===== src/rtl/ies_pkg.sv =====
package ies_pkg;
  typedef enum logic [1:0] {
    LS_INV  = 2'b00,
    LS_EXCL = 2'b01,
    LS_SHR  = 2'b10
  } line_state_e;
endpackage


===== src/rtl/ies_tag_bank.sv =====
// Tag store of one core's direct-mapped cache: tag RAM plus allocation flags.
module ies_tag_bank #(
  parameter int TAG_W = 3,
  parameter int IDX_W = 2,
  localparam int NLINE = 1 << IDX_W
) (
  input  logic             clk,
  input  logic             rst,
  input  logic [IDX_W-1:0] idx,
  input  logic [TAG_W-1:0] tag,
  input  logic             fill,
  output logic             hit,
  output logic             present,
  output logic [TAG_W-1:0] cur_tag
);
  logic [TAG_W-1:0] tags [NLINE];
  logic [NLINE-1:0] alloc;

  assign cur_tag = tags[idx];
  assign present = alloc[idx];
  assign hit     = present && (cur_tag == tag);

  always_ff @(posedge clk) begin
    if (rst) alloc <= '0;
    else if (fill) alloc[idx] <= 1'b1;
  end

  always_ff @(posedge clk) begin
    if (fill) tags[idx] <= tag;
  end
endmodule


===== src/rtl/ies_dir_table.sv =====
// Directory: holder vector per block, latest value per block.
module ies_dir_table #(
  parameter int BLK_W  = 5,
  parameter int NCORE  = 4,
  parameter int DATA_W = 8,
  localparam int NBLK  = 1 << BLK_W
) (
  input  logic              clk,
  input  logic              rst,
  input  logic [BLK_W-1:0]  blk,
  output logic [NCORE-1:0]  sharers,
  output logic [DATA_W-1:0] data,
  input  logic              set_en,
  input  logic [NCORE-1:0]  set_val,
  input  logic              wr_en,
  input  logic [DATA_W-1:0] wr_data,
  input  logic              drop_en,
  input  logic [BLK_W-1:0]  drop_blk,
  input  logic [NCORE-1:0]  drop_mask
);
  logic [NCORE-1:0]  shr [NBLK];
  logic [NBLK-1:0]   written;
  logic [DATA_W-1:0] mem [NBLK];

  assign sharers = shr[blk];
  assign data    = written[blk] ? mem[blk] : '0;

  always_ff @(posedge clk) begin
    if (rst) begin
      for (int b = 0; b < NBLK; b++) shr[b] <= '0;
    end else begin
      if (drop_en) shr[drop_blk] <= shr[drop_blk] & ~drop_mask;
      if (set_en)  shr[blk] <= set_val;
    end
  end

  always_ff @(posedge clk) begin
    if (rst) written <= '0;
    else if (wr_en) written[blk] <= 1'b1;
  end

  always_ff @(posedge clk) begin
    if (wr_en) mem[blk] <= wr_data;
  end
endmodule


===== src/rtl/ies_event_ctr.sv =====
// Wrapping event counter.
module ies_event_ctr #(
  parameter int W = 16
) (
  input  logic         clk,
  input  logic         rst,
  input  logic         inc,
  output logic [W-1:0] count
);
  always_ff @(posedge clk) begin
    if (rst) count <= '0;
    else if (inc) count <= count + W'(1);
  end
endmodule


===== src/rtl/ies_dir_ctrl.sv =====
module ies_dir_ctrl
  import ies_pkg::*;
#(
  parameter int NCORE  = 4,
  parameter int ADDR_W = 8,
  parameter int DATA_W = 8,
  parameter int TAG_W  = 3,
  parameter int IDX_W  = 2,
  parameter int CNT_W  = 16,
  localparam int CORE_W = $clog2(NCORE)
) (
  input  logic              clk,
  input  logic              rst,
  input  logic              req_valid,
  output logic              req_ready,
  input  logic [CORE_W-1:0] req_core,
  input  logic              req_write,
  input  logic [ADDR_W-1:0] req_addr,
  input  logic [DATA_W-1:0] req_wdata,
  output logic              rsp_valid,
  output logic [1:0]        rsp_state,
  output logic [DATA_W-1:0] rsp_data,
  output logic              rsp_hit,
  output logic [NCORE-1:0]  inv_mask,
  output logic [CNT_W-1:0]  access_count,
  output logic [CNT_W-1:0]  hit_count
);
  localparam int OFF_W = ADDR_W - TAG_W - IDX_W;
  localparam int BLK_W = TAG_W + IDX_W;

  logic              accept;
  logic [IDX_W-1:0]  idx;
  logic [TAG_W-1:0]  tag;
  logic [BLK_W-1:0]  blk;
  logic [NCORE-1:0]  self_oh;

  assign accept  = req_valid && req_ready;
  assign idx     = req_addr[OFF_W +: IDX_W];
  assign tag     = req_addr[ADDR_W-1 -: TAG_W];
  assign blk     = req_addr[ADDR_W-1 -: BLK_W];
  assign self_oh = {{(NCORE-1){1'b0}}, 1'b1} << req_core;

  // Per-core tag banks
  logic [NCORE-1:0] hit_v;
  logic [NCORE-1:0] present_v;
  logic [TAG_W-1:0] tag_v [NCORE];

  for (genvar g = 0; g < NCORE; g++) begin : g_bank
    logic fill_g;
    assign fill_g = accept && (req_core == CORE_W'(g)) && !hit_v[g];
    ies_tag_bank #(.TAG_W(TAG_W), .IDX_W(IDX_W)) u_bank (
      .clk     (clk),
      .rst     (rst),
      .idx     (idx),
      .tag     (tag),
      .fill    (fill_g),
      .hit     (hit_v[g]),
      .present (present_v[g]),
      .cur_tag (tag_v[g])
    );
  end

  logic             hit_sel;
  logic             evict;
  logic [BLK_W-1:0] drop_blk;

  assign hit_sel  = hit_v[req_core];
  assign evict    = accept && present_v[req_core] && !hit_sel;
  assign drop_blk = {tag_v[req_core], idx};

  // Directory
  logic [NCORE-1:0]  dir_shr;
  logic [DATA_W-1:0] dir_data;
  logic [NCORE-1:0]  others;
  logic [NCORE-1:0]  nx_shr;
  logic [NCORE-1:0]  nx_inv;
  logic [DATA_W-1:0] nx_data;
  line_state_e       nx_state;

  assign others = dir_shr & ~self_oh;

  always_comb begin
    if (req_write) begin
      nx_state = LS_EXCL;
      nx_shr   = self_oh;
      nx_data  = req_wdata;
      nx_inv   = others;
    end else begin
      nx_state = (others == '0) ? LS_EXCL : LS_SHR;
      nx_shr   = dir_shr | self_oh;
      nx_data  = dir_data;
      nx_inv   = '0;
    end
  end

  ies_dir_table #(.BLK_W(BLK_W), .NCORE(NCORE), .DATA_W(DATA_W)) u_dir (
    .clk       (clk),
    .rst       (rst),
    .blk       (blk),
    .sharers   (dir_shr),
    .data      (dir_data),
    .set_en    (accept),
    .set_val   (nx_shr),
    .wr_en     (accept && req_write),
    .wr_data   (req_wdata),
    .drop_en   (evict),
    .drop_blk  (drop_blk),
    .drop_mask (self_oh)
  );

  // Counters
  ies_event_ctr #(.W(CNT_W)) u_acc_ctr (
    .clk (clk), .rst (rst), .inc (accept), .count (access_count)
  );
  ies_event_ctr #(.W(CNT_W)) u_hit_ctr (
    .clk (clk), .rst (rst), .inc (accept && hit_sel), .count (hit_count)
  );

  // Registered response
  always_ff @(posedge clk) begin
    if (rst) begin
      req_ready <= 1'b0;
      rsp_valid <= 1'b0;
      inv_mask  <= '0;
      rsp_state <= LS_INV;
      rsp_data  <= '0;
      rsp_hit   <= 1'b0;
    end else begin
      req_ready <= 1'b1;
      rsp_valid <= accept;
      inv_mask  <= accept ? nx_inv : '0;
      if (accept) begin
        rsp_state <= nx_state;
        rsp_data  <= nx_data;
        rsp_hit   <= hit_sel;
      end
    end
  end
endmodule


===== config.mk =====
export PLATFORM = sky130hd
export DESIGN_NAME = ies_dir_ctrl
export DESIGN_NICKNAME = d
export VERILOG_FILES = /design/src/rtl/ies_pkg.sv /design/src/rtl/ies_tag_bank.sv /design/src/rtl/ies_dir_table.sv /design/src/rtl/ies_event_ctr.sv /design/src/rtl/ies_dir_ctrl.sv
export SDC_FILE = /design/constraint.sdc
export NUM_CORES = 1
export LEC_CHECK = 0
export BUFFER_PORTS_ARGS = -buffer_cell sky130_fd_sc_hd__clkbuf_2
export CORE_AREA = 2 2 206 208
export CTS_CLUSTER_SIZE = 28
export DETAILED_ROUTE_END_ITERATION = 7
export DIE_AREA = 0 0 208 210
export GPL_TIMING_DRIVEN = 0
export PLACE_DENSITY = 0.71
export SETUP_SLACK_MARGIN = 0.15
export SLEW_MARGIN = 15
export SYNTH_ARGS = -nofsm -noshare
export SYNTH_HDL_FRONTEND = slang
export SYNTH_SLANG_ARGS = --single-unit

===== constraint.sdc =====
create_clock -name clk -period 8.15 [get_ports clk]
set_clock_uncertainty 0.05 [all_clocks]
set_input_delay 0.815 -clock clk [delete_from_list [all_inputs] [get_ports clk]]
set_output_delay 0.815 -clock clk [all_outputs]
set_load 0.05 [all_outputs]

; ---- Word-level counts from Yosys, hierarchy flattened
; Memory sizes are Yosys's and may differ from the RTL's.
; Cells that the tools add are included.
[word_totals]
memories = 6
mem_bits_rw = 432
wordCells = 127
register_bits = 97
[classes]
shift = 1
addsub = 2
n_reduce_logical = 29
order_cmp = 6
mux = 51
n_eq_ne = 7
n_bitwise = 12
[memory_table]
columns = name, words, width, rd, rd_ports_with_merged_regs, wr, line
row1 = u_dir.mem, 32, 8, 1, 0, 1, ies_dir_table.sv:23  ; logic [DATA_W-1:0] mem [NBLK];
row2 = u_dir.shr, 32, 4, 2, 0, 32, ies_dir_table.sv:21  ; logic [NCORE-1:0] shr [NBLK];
row3 = g_bank[0].u_bank.tags, 4, 3, 1, 0, 1, ies_tag_bank.sv:16  ; logic [TAG_W-1:0] tags [NLINE];
row4 = g_bank[1].u_bank.tags, 4, 3, 1, 0, 1, ies_tag_bank.sv:16
row5 = g_bank[2].u_bank.tags, 4, 3, 1, 0, 1, ies_tag_bank.sv:16
row6 = g_bank[3].u_bank.tags, 4, 3, 1, 0, 1, ies_tag_bank.sv:16
[ops]
columns = operator, n
row1 = $add A16 B1 Y16 const B, 2
row2 = $or A32 B32 Y32, 1
row3 = $mux W1, 30
row4 = $or A4 B4 Y4, 5
row5 = $logic_and A1 B1 Y1, 19
row6 = $mux W8, 2
row7 = $bmux W1 S2, 6
row8 = $eq A3 B3 Y1, 4
row9 = $mux W4, 3
row10 = $mux W5, 2
row11 = $and A4 B4 Y4, 2
row12 = $reduce_or A4 Y1, 2
row13 = $bmux W3 S2, 1
row14 = $lt A2 B3 Y1 const B, 2
row15 = $lt A5 B6 Y1 const B, 1
row16 = $mux W3, 2
row17 = $bmux W1 S5, 1
row18 = $demux W1 S5, 1
row19 = $ge A5 B1 Y1 const B, 1
row20 = $logic_not A1 Y1, 5
row21 = $eq A2 B2 Y1 const B, 2
row22 = $logic_not A4 Y1, 1
row23 = $mux W2, 2
row24 = $not A4 Y4, 1
row25 = other kinds (9), 10

; ---- Depth between registers and ports, before layout
[logic_depth]
depth_word = 12
depth_mapped = 15
mapped_depth_nobuf = 8

; ---- Cells and area by module
; Synthesis repeated with hierarchy kept, for this count alone.
[hier_totals]
hier_cells = 1731
hier_area_um2 = 24400.9
[by_module_without_submodules]
columns = mod, seq_area_each_um2, cells_each, instances, area_each_um2
row1 = ies_dir_table, 12171.7, 1323, 1, 19413.6
row2 = ies_tag_bank, 440.4, 37, 4, 641.9
row3 = ies_dir_ctrl, 340.3, 99, 1, 943.4
row4 = ies_event_ctr at u_acc_ctr, 320.3, 83, 1, 757.0
row5 = ies_event_ctr at u_hit_ctr, 320.3, 78, 1, 719.4

; ---- Worst setup path after synthesis
; No wires, ideal clock.
[synth_path]
path_kind = input port to flip-flop
from = input port req_addr[3]
to = memory u_dir.shr[27][0] (enable)
arrival_ps = 3493
setup_time_ps = 361
setup_slack_ps = 4245
path_stages = 11
required_ps = 7739
path_cell_list = buf_6 > buf_12 > mux4_1 > xnor2_1 > nand4_1 > o22ai_1 > or3_1 > buf_2 > or3_1 > and2_1 > o21ai_0
[synth_rtl]
columns = item, line
row1 = start: declaration, ies_dir_ctrl.sv:18  ; input logic [ADDR_W-1:0] req_addr,
row2 = end: declaration, ies_dir_table.sv:21

; ---- Final worst setup path
[layout_path]
from = input port req_addr[4]
to = memory u_dir.mem[15][4] (enable)
[layout_rtl]
columns = item, line
row1 = end: declaration, ies_dir_table.sv:23
; No word-level cell before the write port.

==> qor.yml <==
rr_worst_depth: 9
gp_congestion: 0.9558
path_buf_inv: 7
path_max_fanout: 10
hold_end: "g_bank[1].u_bank.alloc[1]$_SDFFE_PP0P_"
drtPass1Iterations: 7
clk_transition_reported_paths_ps: 60
leakage_nw: 8.346
tns_ps: 0
min_path_type: "register to register"
grt_usage_pct: 28.37
port_buffers: 64
fp.dieArea_um2: 43680
die_w_um: 208
wl_mm: 62.05
final_core_util_pct: 61.02
viasPerCell: 6.649
chipHeight_um: 210
cts_tree: "built"
numClockSinks: 529
hp-start: "g_bank[1].u_bank.alloc[1]$_SDFFE_PP0P_"
netlist_top_cells_area: "edfxtp_1, mux4_2, dfxtp_1"
synth-main-ff-cell: "edfxtp_1"
period_share_pct: 63.19
synth-seq-area-share_pct: 66.37
hpwl_mm: 42.25
cts-root-buf: "clkbuf_16"
ant_nets: 0
grt_setup_unrepaired: "false"
drc: 0
outcome: "complete, no violations"
crit_arrival_ps: 5330
fp-row-count: 75
cts_resized: 0
slowest_stage: "nor2_1"
grt_max_degree: 34
hold_violations: 0
grt_overflow: 0
synth.avg_cell_area_um2: 15.33
syn_area_um2: 22470
cts-buffers-inserted: 52
post-synth-top-area-cell: "edfxtp_1"
max_freq_ghz: 0.1942
nets: 1610
crit_type: "primary input to register"
slew_violations: 0
grt_pass1_vias: 14140
grt_pass1_wl_mm: 90.59
yosysWarnings: 0
yosysMostFrequentCell: "edfxtp_1"
crit_chain: "clkbuf_8 > buf_6 > buf_4 > buf_4 > buf_2 > buf_1 > buf_1 > nand4_1 > nor2_1"
synthTopCellsByCount: "edfxtp_1, nor2_1, mux4_2"
ioPinCount: 71
synth-edff-count: 432
vias: 14440
tightestPinTransition_ps: 1319
synth_top_area_share_pct: 57.73
slew_headroom_pct: 11.41
area_growth_pct: 12.63
setup_viol: 0
wl_per_cell_um: 28.58
cp-start-kind: "primary input"
ir_drop_mv: 0.2156
synth_seq_cells: 529
post-cts-setup-buffers: 0
htree_levels: 2
antenna_found_initial: 1
start_util_pct: 54.17
drive_gt1_share_pct: 19.39
final.min_clock_period_ps: 5150
hold_buffers: 0
clk_path_buf_depth: 3
async_flop_share_pct: 0
num-fill-cells: 3113
p_per_area_nw_per_um2: 234.4
drt_iter0_markers: 1840
drv_cap: 0
timing.rr.end: "u_dir.shr[26][2]$_DFFE_PP_"
core_area_um2: 41480
worstPathRequired_ps: 8330
cpLargestDelayFamily: "buffers and inverters"
regToRegSetupSlack_ps: 4310
r2r_start: "g_bank[1].u_bank.tags[1][1]$_DFFE_PP_"
end_kind: "register"
synth_cell_types: 60
critPathMaxStageDelay_ps: 1010
hold_depth: 1
syn-num-nets: 1490
netlist_instances: 1466
clock_latency_ps: 620
-- worst max-delay path by stage --
stage | slack (ps) | from | to | cells after the start
final | 3000 | req_addr[4] | u_dir.mem[15][4]$_DFFE_PP_ | 9
after global routing | 2950 | req_addr[4] | u_dir.mem[19][2]$_DFFE_PP_ | 9
after CTS | 2980 | req_addr[4] | u_dir.shr[3][1]$_DFFE_PP_ | 11
after detailed placement | 2350 | req_addr[4] | u_dir.shr[3][1]$_DFFE_PP_ | 11
after global placement | 2340 | req_addr[4] | u_dir.shr[3][1]$_DFFE_PP_ | 11
after floorplan | 4250 | req_addr[3] | u_dir.shr[27][0]$_DFFE_PP_ | 11
-- report_power, final --
group	switching, mW	leakage (nW)	internal (mW)
clock network	1.04	0.876	1.49
registers	0.0117	4.84	2.95
logic	0.307	2.63	0.137
total	1.36	8.35	4.57
-- per-layer routing --
layer	global-route usage, %	vias up	share of wire (%)
li1	-	6065	-
met1	37.91	7278	38
met2	46.03	941	48
met3	5.825	151	10
met4	11.67	0	3.9
met5	0	-	0
-- state kept, by name, summed over array words and instances, names as in the netlist --
signal / flops
u_dir.mem: 256
rsp_state: 2
g_bank.u_bank.alloc: 16
u_hit_ctr.count: 16
u_dir.written: 32
rsp_hit: 1
rsp_valid: 1
inv_mask: 4
u_dir.shr: 128
req_ready: 1
u_acc_ctr.count: 16
g_bank.u_bank.tags: 48
rsp_data: 8
-- cells by family (layout without fill, tap and decap cells) --
family,Yosys count,count (layout),share of synthesized area [%]
buf+inv,103,267,2.506
flops,529,529,66.37
xor+xnor,42,42,1.637
fa+ha+maj,2,2,0.1113
mux,150,150,13.63
other cells,0,2,0
simple gates,392,392,7.812
compound gates,248,248,7.935
-- layout make-up --
class | count | area (um^2) | share of cell area, %
sequential | 529 | 14910 | 58.93
tap | 539 | 674.4 | 2.665
inverter | 4 | 15.01 | 0.05932
clock buffer | 69 | 1418 | 5.601
buffer | 99 | 548.0 | 2.165
timing repair buffer | 66 | 335.3 | 1.325
multi-input combinational | 834 | 7023 | 27.75
clock inverter | 29 | 376.6 | 1.488
antenna | 2 | 5.005 | 0.01977
-- cell usage in the layout, fill, tap and decap left out, types with 8 or more instances in the layout --
cell       netlist  layout
a31oi_1         12      12
o22ai_1         68      68
o21ai_0         15      15
nor2_1         180     180
and2_1           8       8
mux4_2         114     114
xnor2_1         16      16
buf_2           25      25
a22oi_1         47      47
nand3_1         42      42
edfxtp_1       432     432
a22o_1           9       9
clkbuf_16        0      54
xor2_1          26      26
dfxtp_1         97      97
a21oi_1         10      10
nand4_1         17      17
o21a_1          41      41
bufinv_16        0       8
and3_1          12      12
clkbuf_1        49      63
clkbuf_2         0      64
clkinv_2         0       9
mux4_1           8       8
nand2_1         84      84
mux2i_1         25      25
nor3_1          14      10
-- stage by stage --
stage                     hold WS (ps)  std cells  instance area (um^2)  total power [mW]  setup slack [ps]
final                            408.5       2171                 25310             5.931              3000
after detailed placement         399.4       2071                 23510             3.450              2349
after floorplan                  382.4       1466                 22470             3.279              4245
after CTS                        413.2       2169                 25300             5.938              2981
after global placement           390.6       2069                 23470             3.442              2341
after global routing             425.0       2170                 25310             6.071              2949
-- worst register-to-register path: cells and delay by family (launching register included) --
kind                      cells  cell delay (ps)
muxes                         1              570
buffers and inverters         1              240
AOI/OAI and AO/OA             2              750
xor gates and xnor gates      1              170
and+or+nand+nor               4             1310
DFF                           1              380
No activity file was read; power rests on OpenSTA's default activity.
